### src/rtl/cnt24_pkg.sv
package cnt24_pkg;
   // Operation one counter stage performs at the next edge; CLEAR outranks LOAD
   typedef enum logic [1:0] {
      OP_HOLD  = 2'd0,
      OP_INC   = 2'd1,
      OP_LOAD  = 2'd2,
      OP_CLEAR = 2'd3
   } stage_op_e;
endpackage

### src/rtl/cnt24_stage.sv
module cnt24_stage
   import cnt24_pkg::*;
#(
   parameter int NIB_W    = 4,
   parameter int LOAD_VAL = 3,
   parameter int RST_VAL  = 0
)(
   input  logic             clk,
   input  logic             rst,
   input  stage_op_e        op,
   output logic [NIB_W-1:0] q
);
   localparam logic [NIB_W-1:0] LOAD_V = NIB_W'(LOAD_VAL);
   localparam logic [NIB_W-1:0] RST_V  = NIB_W'(RST_VAL);
   localparam logic [NIB_W-1:0] ONE    = NIB_W'(1);

   generate
      if (NIB_W < 1) begin : g_bad_w
         $error("cnt24_stage: NIB_W must be at least 1");
      end
   endgenerate

   always_ff @(posedge clk) begin
      if (rst) begin
         q <= RST_V;
      end else begin
         unique case (op)
            OP_CLEAR: q <= '0;
            OP_LOAD:  q <= LOAD_V;
            OP_INC:   q <= q + ONE;
            default:  q <= q;
         endcase
      end
   end
endmodule

### src/rtl/cnt24_ctrl.sv
module cnt24_ctrl
   import cnt24_pkg::*;
#(
   parameter int NIB_W     = 4,
   parameter int HIGH_MASK = 3
)(
   input  logic             en,
   input  logic [NIB_W-1:0] lo,
   input  logic [NIB_W-1:0] hi,
   output stage_op_e        lo_op,
   output stage_op_e        hi_op
);
   localparam int               TRIG   = NIB_W - 1;
   localparam logic [NIB_W-1:0] MASK_V = NIB_W'(HIGH_MASK);

   logic lo_wrap;
   logic hi_last;

   // Low stage leaves its range when its top bit sets; high stage clears on masked all-ones
   assign lo_wrap = lo[TRIG];
   assign hi_last = ((hi & MASK_V) == MASK_V);

   always_comb begin
      lo_op = OP_HOLD;
      hi_op = OP_HOLD;
      if (en) begin
         if (lo_wrap) begin
            lo_op = OP_LOAD;
            hi_op = hi_last ? OP_CLEAR : OP_INC;
         end else begin
            lo_op = OP_INC;
         end
      end
   end
endmodule

### src/rtl/cnt24_term.sv
module cnt24_term #(
   parameter int                OUT_W      = 8,
   parameter logic [OUT_W-1:0]  TERM_STATE = 8'h38,
   parameter logic [OUT_W-1:0]  PRE_TERM   = 8'h37,
   parameter bit                REGISTERED = 1'b1
)(
   input  logic             clk,
   input  logic             rst,
   input  logic             en,
   input  logic [OUT_W-1:0] state,
   output logic             at_term
);
   generate
      if (REGISTERED) begin : g_reg
         // Flag predicted one step ahead so it needs no wide compare after the state flops
         always_ff @(posedge clk) begin
            if (rst)     at_term <= 1'b0;
            else if (en) at_term <= (state == PRE_TERM);
         end

         AST_TERM_TRACK: assert property (@(posedge clk) disable iff (rst)
            at_term == (state == TERM_STATE));
      end else begin : g_comb
         logic unused_ok;
         assign unused_ok = clk ^ rst ^ en;
         assign at_term   = (state == TERM_STATE);
      end
   endgenerate
endmodule

### src/rtl/cnt24_cascade.sv
module cnt24_cascade
   import cnt24_pkg::*;
#(
   parameter int NIB_W     = 4,
   parameter int LOW_INIT  = 3,
   parameter int HIGH_MASK = 3,
   parameter bit TERM_REG  = 1'b1
)(
   input  logic                 clk,
   input  logic                 rst,
   input  logic                 cnt_en,
   output logic [2*NIB_W-1:0]   state,
   output logic                 at_term
);
   localparam int OUT_W   = 2 * NIB_W;
   localparam int TRIG    = NIB_W - 1;
   localparam int MODULUS = ((2 ** (NIB_W - 1)) - LOW_INIT + 1) * (HIGH_MASK + 1);

   localparam logic [NIB_W-1:0] ONE       = NIB_W'(1);
   localparam logic [NIB_W-1:0] LO_INIT_V = NIB_W'(LOW_INIT);
   localparam logic [NIB_W-1:0] LO_TOP    = {1'b1, {(NIB_W-1){1'b0}}};
   localparam logic [NIB_W-1:0] LO_PRE    = LO_TOP - ONE;
   localparam logic [NIB_W-1:0] HI_MASK_V = NIB_W'(HIGH_MASK);
   localparam logic [OUT_W-1:0] RST_STATE  = {{NIB_W{1'b0}}, LO_INIT_V};
   localparam logic [OUT_W-1:0] TERM_STATE = {HI_MASK_V, LO_TOP};
   localparam logic [OUT_W-1:0] PRE_TERM   = {HI_MASK_V, LO_PRE};

   generate
      if (NIB_W < 2) begin : g_bad_w
         $error("cnt24_cascade: NIB_W must be at least 2");
      end
      if (LOW_INIT < 0 || LOW_INIT >= 2 ** (NIB_W - 1)) begin : g_bad_init
         $error("cnt24_cascade: LOW_INIT must lie below the low stage trigger value");
      end
      if (HIGH_MASK < 0 || HIGH_MASK >= 2 ** NIB_W || ((HIGH_MASK + 1) & HIGH_MASK) != 0) begin : g_bad_mask
         $error("cnt24_cascade: HIGH_MASK must be a run of low-order ones inside the stage");
      end
      if (MODULUS < 2) begin : g_bad_mod
         $error("cnt24_cascade: derived modulus too small");
      end
   endgenerate

   logic [NIB_W-1:0] lo;
   logic [NIB_W-1:0] hi;
   stage_op_e        lo_op;
   stage_op_e        hi_op;

   cnt24_ctrl #(
      .NIB_W     (NIB_W),
      .HIGH_MASK (HIGH_MASK)
   ) u_ctrl (
      .en    (cnt_en),
      .lo    (lo),
      .hi    (hi),
      .lo_op (lo_op),
      .hi_op (hi_op)
   );

   cnt24_stage #(
      .NIB_W    (NIB_W),
      .LOAD_VAL (LOW_INIT),
      .RST_VAL  (LOW_INIT)
   ) u_lo (
      .clk (clk),
      .rst (rst),
      .op  (lo_op),
      .q   (lo)
   );

   cnt24_stage #(
      .NIB_W    (NIB_W),
      .LOAD_VAL (0),
      .RST_VAL  (0)
   ) u_hi (
      .clk (clk),
      .rst (rst),
      .op  (hi_op),
      .q   (hi)
   );

   assign state = {hi, lo};

   cnt24_term #(
      .OUT_W      (OUT_W),
      .TERM_STATE (TERM_STATE),
      .PRE_TERM   (PRE_TERM),
      .REGISTERED (TERM_REG)
   ) u_term (
      .clk     (clk),
      .rst     (rst),
      .en      (cnt_en),
      .state   (state),
      .at_term (at_term)
   );

   AST_RESET_STATE: assert property (@(posedge clk)
      rst |=> (state == RST_STATE) && !at_term);

   AST_HOLD_IDLE: assert property (@(posedge clk) disable iff (rst)
      !cnt_en |=> $stable(state));

   AST_LOW_STEP: assert property (@(posedge clk) disable iff (rst)
      (cnt_en && !lo[TRIG]) |=> (lo == $past(lo) + ONE) && (hi == $past(hi)));

   AST_LOW_RELOAD: assert property (@(posedge clk) disable iff (rst)
      (cnt_en && lo[TRIG]) |=> (lo == LO_INIT_V));

   AST_HIGH_CARRY: assert property (@(posedge clk) disable iff (rst)
      (cnt_en && lo[TRIG] && (state != TERM_STATE)) |=> (hi == $past(hi) + ONE));

   AST_WRAP_CLEAR: assert property (@(posedge clk) disable iff (rst)
      (cnt_en && (state == TERM_STATE)) |=> (state == RST_STATE));

   AST_IN_RANGE: assert property (@(posedge clk) disable iff (rst)
      (lo >= LO_INIT_V) && (lo <= LO_TOP) && ((hi & ~HI_MASK_V) == '0));
endmodule

### config.mk
export PLATFORM = sky130hd
export DESIGN_NAME = cnt24_cascade
export DESIGN_NICKNAME = d
export VERILOG_FILES = /design/src/rtl/cnt24_pkg.sv /design/src/rtl/cnt24_stage.sv /design/src/rtl/cnt24_ctrl.sv /design/src/rtl/cnt24_term.sv /design/src/rtl/cnt24_cascade.sv
export SDC_FILE = /design/constraint.sdc
export NUM_CORES = 1
export LEC_CHECK = 0
export ABC_AREA = 1
export CAP_MARGIN = 20
export CELL_PAD_IN_SITES_DETAIL_PLACEMENT = 1
export CELL_PAD_IN_SITES_GLOBAL_PLACEMENT = 2
export CORE_MARGIN = 8
export CORE_UTILIZATION = 26
export CTS_BUF_LIST = sky130_fd_sc_hd__clkbuf_8 sky130_fd_sc_hd__clkbuf_16
export CTS_CLUSTER_SIZE = 20
export DETAILED_ROUTE_END_ITERATION = 8
export PLACE_DENSITY = 0.86
export SETUP_SLACK_MARGIN = 0.4
export SLEW_MARGIN = 10
export SYNTH_ARGS = -nofsm -noshare
export SYNTH_HDL_FRONTEND = slang
export SYNTH_SLANG_ARGS = --single-unit
### constraint.sdc
create_clock -name clk -period 2.63 [get_ports clk]
set_input_delay 0.526 -clock clk [delete_from_list [all_inputs] [get_ports clk]]
set_output_delay 0.526 -clock clk [all_outputs]
set_load 0.1 [all_outputs]
==> out/results.tsv, run 1 <==
stage	metric	value	unit
outcome	status	finished clean	
power	Lkg Pwr	0.2592	nW
die	io pins	12	
worst_setup_path	Slowest cell on crit path	dfxtp_1	
synthesis	cell taking the most area after synthesis	dfxtp_1	
power	PD cells	665.4	nW/µm²
worst_setup_path	Crit path max-delay family	flip-flops	
worst_setup_path	max incr delay on CP	470	ps
routing	wirelength, routed	1.152	mm
synthesis	synth unique cells	18	
layout	Area Overhead vs Synth	32.29	%
sta	Slew @ Worst Pin	374.3	ps
layout	Final Core Density	0.3538	
place	IO Port Bufs	11	
power	total chip power	388.8	µW
cts	Worst-path clk slew	50	ps
worst_setup_path	cells along the critical path	buf_4	
die	die height	57.22	µm
synthesis	count leader, synth	dfxtp_1	
routing	routed via count	417	
cts	CTS H-tree lvls	1	
synthesis	Async SR Flop Fraction	0	
power	sw frac	0.3197	
place	RD Place Congestion	0.7005	
cts	CTS resizes	0	
sta	endpoints failing hold	0	
cts	Num Clock Sinks	9	
synthesis	top-area cell type share of the netlist area	0.4079	
cts	TritonCTS clock tree	yes	
routing	drt wl/cell	13.40	µm
sta	skew final	0.9853	ps
routing	Pre-antenna DRT Iters	4	
sta	Setup WS post-layout	1045	ps
grt	initial antenna violation count	0	
synthesis	synth warn	0	
cts	Root Driver	clkbuf_8	
synthesis	Synth Flop Type	dfxtp_1	
synthesis	cells after synthesis	55	
worst_setup_path	crit path buf inv count	1	
cts	hold_buf cts	0	
cts	Setup Fix Bufs, Post-CTS	0	
sta	RSZ-0062 raised after global routing	no	
worst_setup_path	Crit. End Element	primary output	
sta	Max transition margin	0.7497	
synthesis	Post-synth EDFFs	0	
grt	largest net degree at the start of global routing	10	
synthesis	register area share after synthesis	0.4079	
synthesis	synthesized area per cell	8.030	µm²
job	Max Cap Viol	0	
synthesis	Post-Syn Area	441.7	µm²
power	Max VDD drop	0.3439	mV
synthesis	most instantiated cells after synthesis	dfxtp_1 (9), nand2_1 (8), nor2_1 (8)	
layout	fin area	584.3	µm²
die	Die X	57.22	µm
grt	vias in the first global route	427	
die	Initial Util	0.2674	
worst_setup_path	crit-path max FO	6	
die	core area	1652	µm²
power	internal cell power	264.5	µW
worst_hold_path	Hold Path Class	reg -> reg	
grt	gr ovfl total	0	
layout	fin nets	75	
power	share of total power in combinational logic	0.208	
sta	Max Fclk	631.1	MHz
routing	1st-iter DRT viols	8	
place	post-DP HPWL	895.4	µm
worst_setup_path	Arrival @ worst endpoint	1060	ps
sta	Slew Viols, Final	0	
grt	first-pass GRT wire length	2.001	mm
die	FP Rows	15	
layout	Layout fillers	214	
die	die area	3274	µm²
sta	Period minus WS final	1585	ps
worst_setup_path	Req. time, crit path	2100	ps
grt	Total GRT Usage	0.07837	
sta	Fin Setup TNS	0	ps
synthesis	Synth area leaders	dfxtp_1 (41%), a21oi_1 (6.8%), nand2_1 (6.8%)	
cts	clock tree buffer depth	2	
routing	drt via density	4.849	
power	Net Sw Power	124.3	µW
sta	Final setup viols	0	
synthesis	Yosys reg bits	9	
layout	share of cells above drive strength 1	0.2899	
place	placed cell area	539.3	µm²
place	Post-Place Setup Slack	851.7	ps
layout	Ant. Diodes	0	
power	Reg power frac	0.386	
routing	remaining antenna violation count	0	
worst_setup_path	critical path type	reg -> out	
synthesis	Syn Nets	60	
power	clock share of power	0.407	
cts	cts bufs inserted	3	
sta	post-route clock period utilization	0.6025	
worst_setup_path	CP Launch Type	flip-flop	
routing	DRC viols	0	
cts	Skew-Pair Late Insertion Delay	230	ps
==> worst paths after layout <==
| kind | slack (ps) | startpoint | cells after the start | endpoint |
|---|---|---|---|---|
| worst max-delay path | 1050 | u_lo.q[3] | 1 | state[3] |
| worst min-delay path | 460 | u_term.at_term | 2 | u_term.at_term |
| worst max register to register | 1570 | u_hi.q[1] | 5 | u_term.at_term |
| worst min register to register | 460 | u_term.at_term | 2 | u_term.at_term |
==> power groups by stage <==
stage | registers (mW) | clock network, mW | logic (mW)
after floorplan | 0.191 | 0 | 0.0245
after global placement | 0.152 | 0 | 0.0809
after detailed placement | 0.152 | 0 | 0.0812
after CTS | 0.150 | 0.163 | 0.0816
after global routing | 0.151 | 0.169 | 0.0858
final | 0.150 | 0.158 | 0.0808
==> cell families after synthesis <==
| logic type | Yosys count | share of synthesized area |
|---|---|---|
| AOI/OAI and AO/OA | 10 | 0.1332 |
| and+or+nand+nor | 27 | 0.3258 |
| DFF | 9 | 0.4079 |
| adders and majority gates | 2 | 0.05665 |
| buffers and inverters | 7 | 0.07648 |
==> routing by layer <==
layer  track usage  up-vias  part of all wire
li1              -      207                 -
met1       0.08568      197              0.45
met2        0.1194        8              0.49
met3       0.02882        5             0.035
met4       0.06040        0             0.027
met5             0        -                 0
==> area by class of cell <==
| class | instances | area [µm²] | area share |
|---|---|---|---|
| repair buffers | 11 | 87.58 | 0.1499 |
| inverters | 6 | 22.52 | 0.03854 |
| flip-flops and latches | 9 | 180.2 | 0.3084 |
| multi-input cells | 39 | 227.7 | 0.3897 |
| well taps | 17 | 21.27 | 0.03640 |
| clock buffers | 3 | 41.29 | 0.07066 |
| clock inverters | 1 | 3.754 | 0.006424 |
==> registers in the layout, summed over array words and instances, names as in the netlist <==
name,cells
u_term.at_term,1
u_hi.q,4
u_lo.q,4
==> stage by stage <==
| step | hold WS (ps) | instances |
|---|---|---|
| 6_report | 464.2 | 86 |
| 5_1_grt | 498.7 | 86 |
| 4_1_cts | 471.3 | 86 |
| 3_5_place_dp | 463.7 | 82 |
| 3_3_place_gp | 461.2 | 82 |
| 2_1_floorplan | 595.1 | 55 |
==> placed cells by master, fill, tap and decap left out <==
master | netlist | final
inv_1 | 4 | 5
nor2_4 | 1 | 1
and2_1 | 1 | 1
o22ai_1 | 1 | 1
nand4_1 | 1 | 1
inv_2 | 2 | 2
clkdlybuf4s50_1 | 0 | 2
o21ai_2 | 1 | 1
buf_4 | 0 | 9
a21oi_1 | 6 | 6
a21oi_2 | 1 | 1
nand3_1 | 5 | 5
nor2_1 | 8 | 8
dfxtp_1 | 9 | 9
nand2_4 | 2 | 2
clkbuf_8 | 0 | 3
o21ai_0 | 1 | 1
ha_1 | 2 | 2
nand2_1 | 8 | 8
nor3b_2 | 1 | 1
==> tightest hold or removal path: stages, from the launching register on <==
cell,delay [ps]
dfxtp_1,300
nand2_1,60
a21oi_1,60
Power figures use the tool's default switching activity.
==> run 2, diff against run 1 <==
Settings changed: CORE_UTILIZATION 26 to 24, PLACE_DENSITY 0.86 to 0.81.
Clock period 2.63 ns to 1.58 ns, I/O delays scaled along.
==> run 2 against run 1 <==
Total power rose by 76%. Highest routed layer unchanged. Worst hold slack improved by 19 ps. Global-route usage is 0.29 points higher. Die area grew 6.0%. Cell count is 10% higher. Clock power is 73% higher. Setup slack lost 600 ps. Combinational power grew 99%. Flip-flop and latch count unchanged. Sequential power up 67%. First-iteration DRC count shrank 13%. Final area increased by 26%.
==> out/results.tsv, run 2 (synthesized netlist as in run 1, its figures left out) <==
stage	metric	value	unit
power	PD cells	928.8	nW/µm²
worst_setup_path	crit path buf inv count	1	
layout	Ant. Diodes	0	
cts	clock tree buffer depth	2	
sta	Fin Setup TNS	0	ps
power	internal cell power	462.4	µW
power	Reg power frac	0.366	
cts	Setup Fix Bufs, Post-CTS	0	
sta	RSZ-0062 raised after global routing	no	
routing	remaining antenna violation count	0	
power	Net Sw Power	222.1	µW
routing	1st-iter DRT viols	7	
sta	Final setup viols	0	
worst_setup_path	crit-path max FO	6	
worst_setup_path	Crit path max-delay family	flip-flops	
grt	first-pass GRT wire length	2.021	mm
sta	skew final	6.648	ps
cts	Skew-Pair Late Insertion Delay	240	ps
layout	Area Overhead vs Synth	66.86	%
cts	Num Clock Sinks	9	
routing	wirelength, routed	1.251	mm
power	share of total power in combinational logic	0.235	
sta	post-route clock period utilization	0.7154	
cts	cts bufs inserted	3	
layout	most common cell after layout, fill and taps aside	buf_12	
worst_setup_path	critical path type	reg -> out	
worst_setup_path	stages on the worst setup path	1	
die	Initial Util	0.2558	
cts	CTS H-tree lvls	1	
grt	Total GRT Usage	0.08131	
worst_setup_path	Crit. End Element	primary output	
layout	top flop regs	u_hi.q (4), u_lo.q (4), u_term.at_term (1)	
worst_setup_path	Arrival @ worst endpoint	810	ps
cts	Root Driver	clkbuf_8	
die	core area	1727	µm²
layout	most frequent cells in the layout	buf_12 (9), nand2_1 (8), nor2_1 (8)	
sta	Max transition margin	0.7439	
cts	Worst-path clk slew	50	ps
worst_setup_path	Slowest cell on crit path	dfxtp_4	
layout	register area	203.9	µm²
routing	routed via count	411	
routing	drt via density	4.326	
grt	vias in the first global route	437	
worst_setup_path	R2R cell count	4	
worst_setup_path	max incr delay on CP	390	ps
layout	area of the multi-input gates	227.7	µm²
job	Max Cap Viol	0	
layout	share of cells above drive strength 1	0.4286	
grt	gr ovfl total	0	
die	Die X	58.90	µm
cts	hold_buf cts	0	
layout	Layout fillers	209	
place	RD Place Congestion	0.7759	
worst_setup_path	Req. time, crit path	1260	ps
routing	DRC viols	0	
outcome	status	finished clean	
sta	Slew @ Worst Pin	384.2	ps
routing	uppermost layer routed	met4	
place	placed cell count	91	
worst_setup_path	CP Launch Type	flip-flop	
worst_hold_path	Hold Path Class	reg -> reg	
routing	drt wl/cell	13.17	µm
power	Max VDD drop	0.4986	mV
place	post-DP HPWL	931.6	µm
routing	Pre-antenna DRT Iters	2	
sta	Slew Viols, Final	0	
power	clock share of power	0.399	
sta	endpoints failing hold	0	
routing	WL met3	54	µm
grt	initial antenna violation count	0	
worst_hold_path	Hold Crit Depth	2	
power	sw frac	0.3245	
power	Lkg Pwr	0.3007	nW
die	FP Rows	15	
die	io pins	12	
place	IO Port Bufs	11	
cts	TritonCTS clock tree	yes	
cts	CTS resizes	1	
routing	metal2 WL	589	µm
sta	Period minus WS final	1130	ps
routing	wl on met1	556	µm
die	die height	58.90	µm
layout	fin nets	76	
layout	fin cells	95	
sta	Max Fclk	884.7	MHz
grt	largest net degree at the start of global routing	10	
worst_setup_path	cells along the critical path	buf_12	
die	die area	3469	µm²
-- run 2: cell type report --
cell class	count	share of cell area
clock inverter	1	0.005093
multi-input combinational	39	0.3090
inverter	6	0.03056
clock buffer	3	0.05603
timing repair buffer	12	0.2801
sequential	9	0.2767
tap	25	0.04244
-- run 2: per-layer routing --
| metal | track usage | up-vias |
|---|---|---|
| met5 | 0 | - |
| met4 | 0.08191 | 0 |
| met3 | 0.02609 | 5 |
| met2 | 0.1246 | 9 |
| met1 | 0.08385 | 187 |
| li1 | - | 210 |
-- run 2: worst reg2reg max path, delay by kind of cell, from the launching register on --
kind,cells,cell delay (ps)
compound gates,1,160
flops,1,350
buf+inv,1,110
simple gates,1,90
fa+ha+maj,1,220
-- run 2: metrics by stage --
| step | instance area (µm²) | util | worst slack (ps) | power, mW | hold WS, ps |
|---|---|---|---|---|---|
| 4_1_cts | 737.0 | 0.4268 | 447.1 | 0.6871 | 488.9 |
| 5_1_grt | 737.0 | 0.4268 | 428.7 | 0.7152 | 519.9 |
| 3_5_place_dp | 693.2 | 0.4014 | 0.7934 | 0.4174 | 481.5 |
| 6_report | 737.0 | 0.4268 | 449.6 | 0.6845 | 483.2 |
| 2_1_floorplan | 465.4 | - | 422.8 | 0.3565 | 375.4 |
| 3_3_place_gp | 693.2 | 0.4014 | 43.72 | 0.4153 | 473.9 |
-- run 2: worst paths after layout --
| kind | from | end | slack, ps |
|---|---|---|---|
| hold reg to reg | u_term.at_term | u_term.at_term | 480 |
| setup reg to reg | u_hi.q[0] | u_hi.q[0] | 560 |
| hold / removal | u_term.at_term | u_term.at_term | 480 |
| setup / recovery | u_lo.q[3] | state[3] | 450 |
-- run 2: power groups by stage --
stage | combinational (mW) | clock, mW | sequential [mW]
2_1_floorplan | 0.0405 | 0 | 0.316
3_3_place_gp | 0.161 | 0 | 0.255
3_5_place_dp | 0.162 | 0 | 0.255
4_1_cts | 0.163 | 0.274 | 0.251
5_1_grt | 0.169 | 0.294 | 0.252
6_report | 0.161 | 0.273 | 0.251
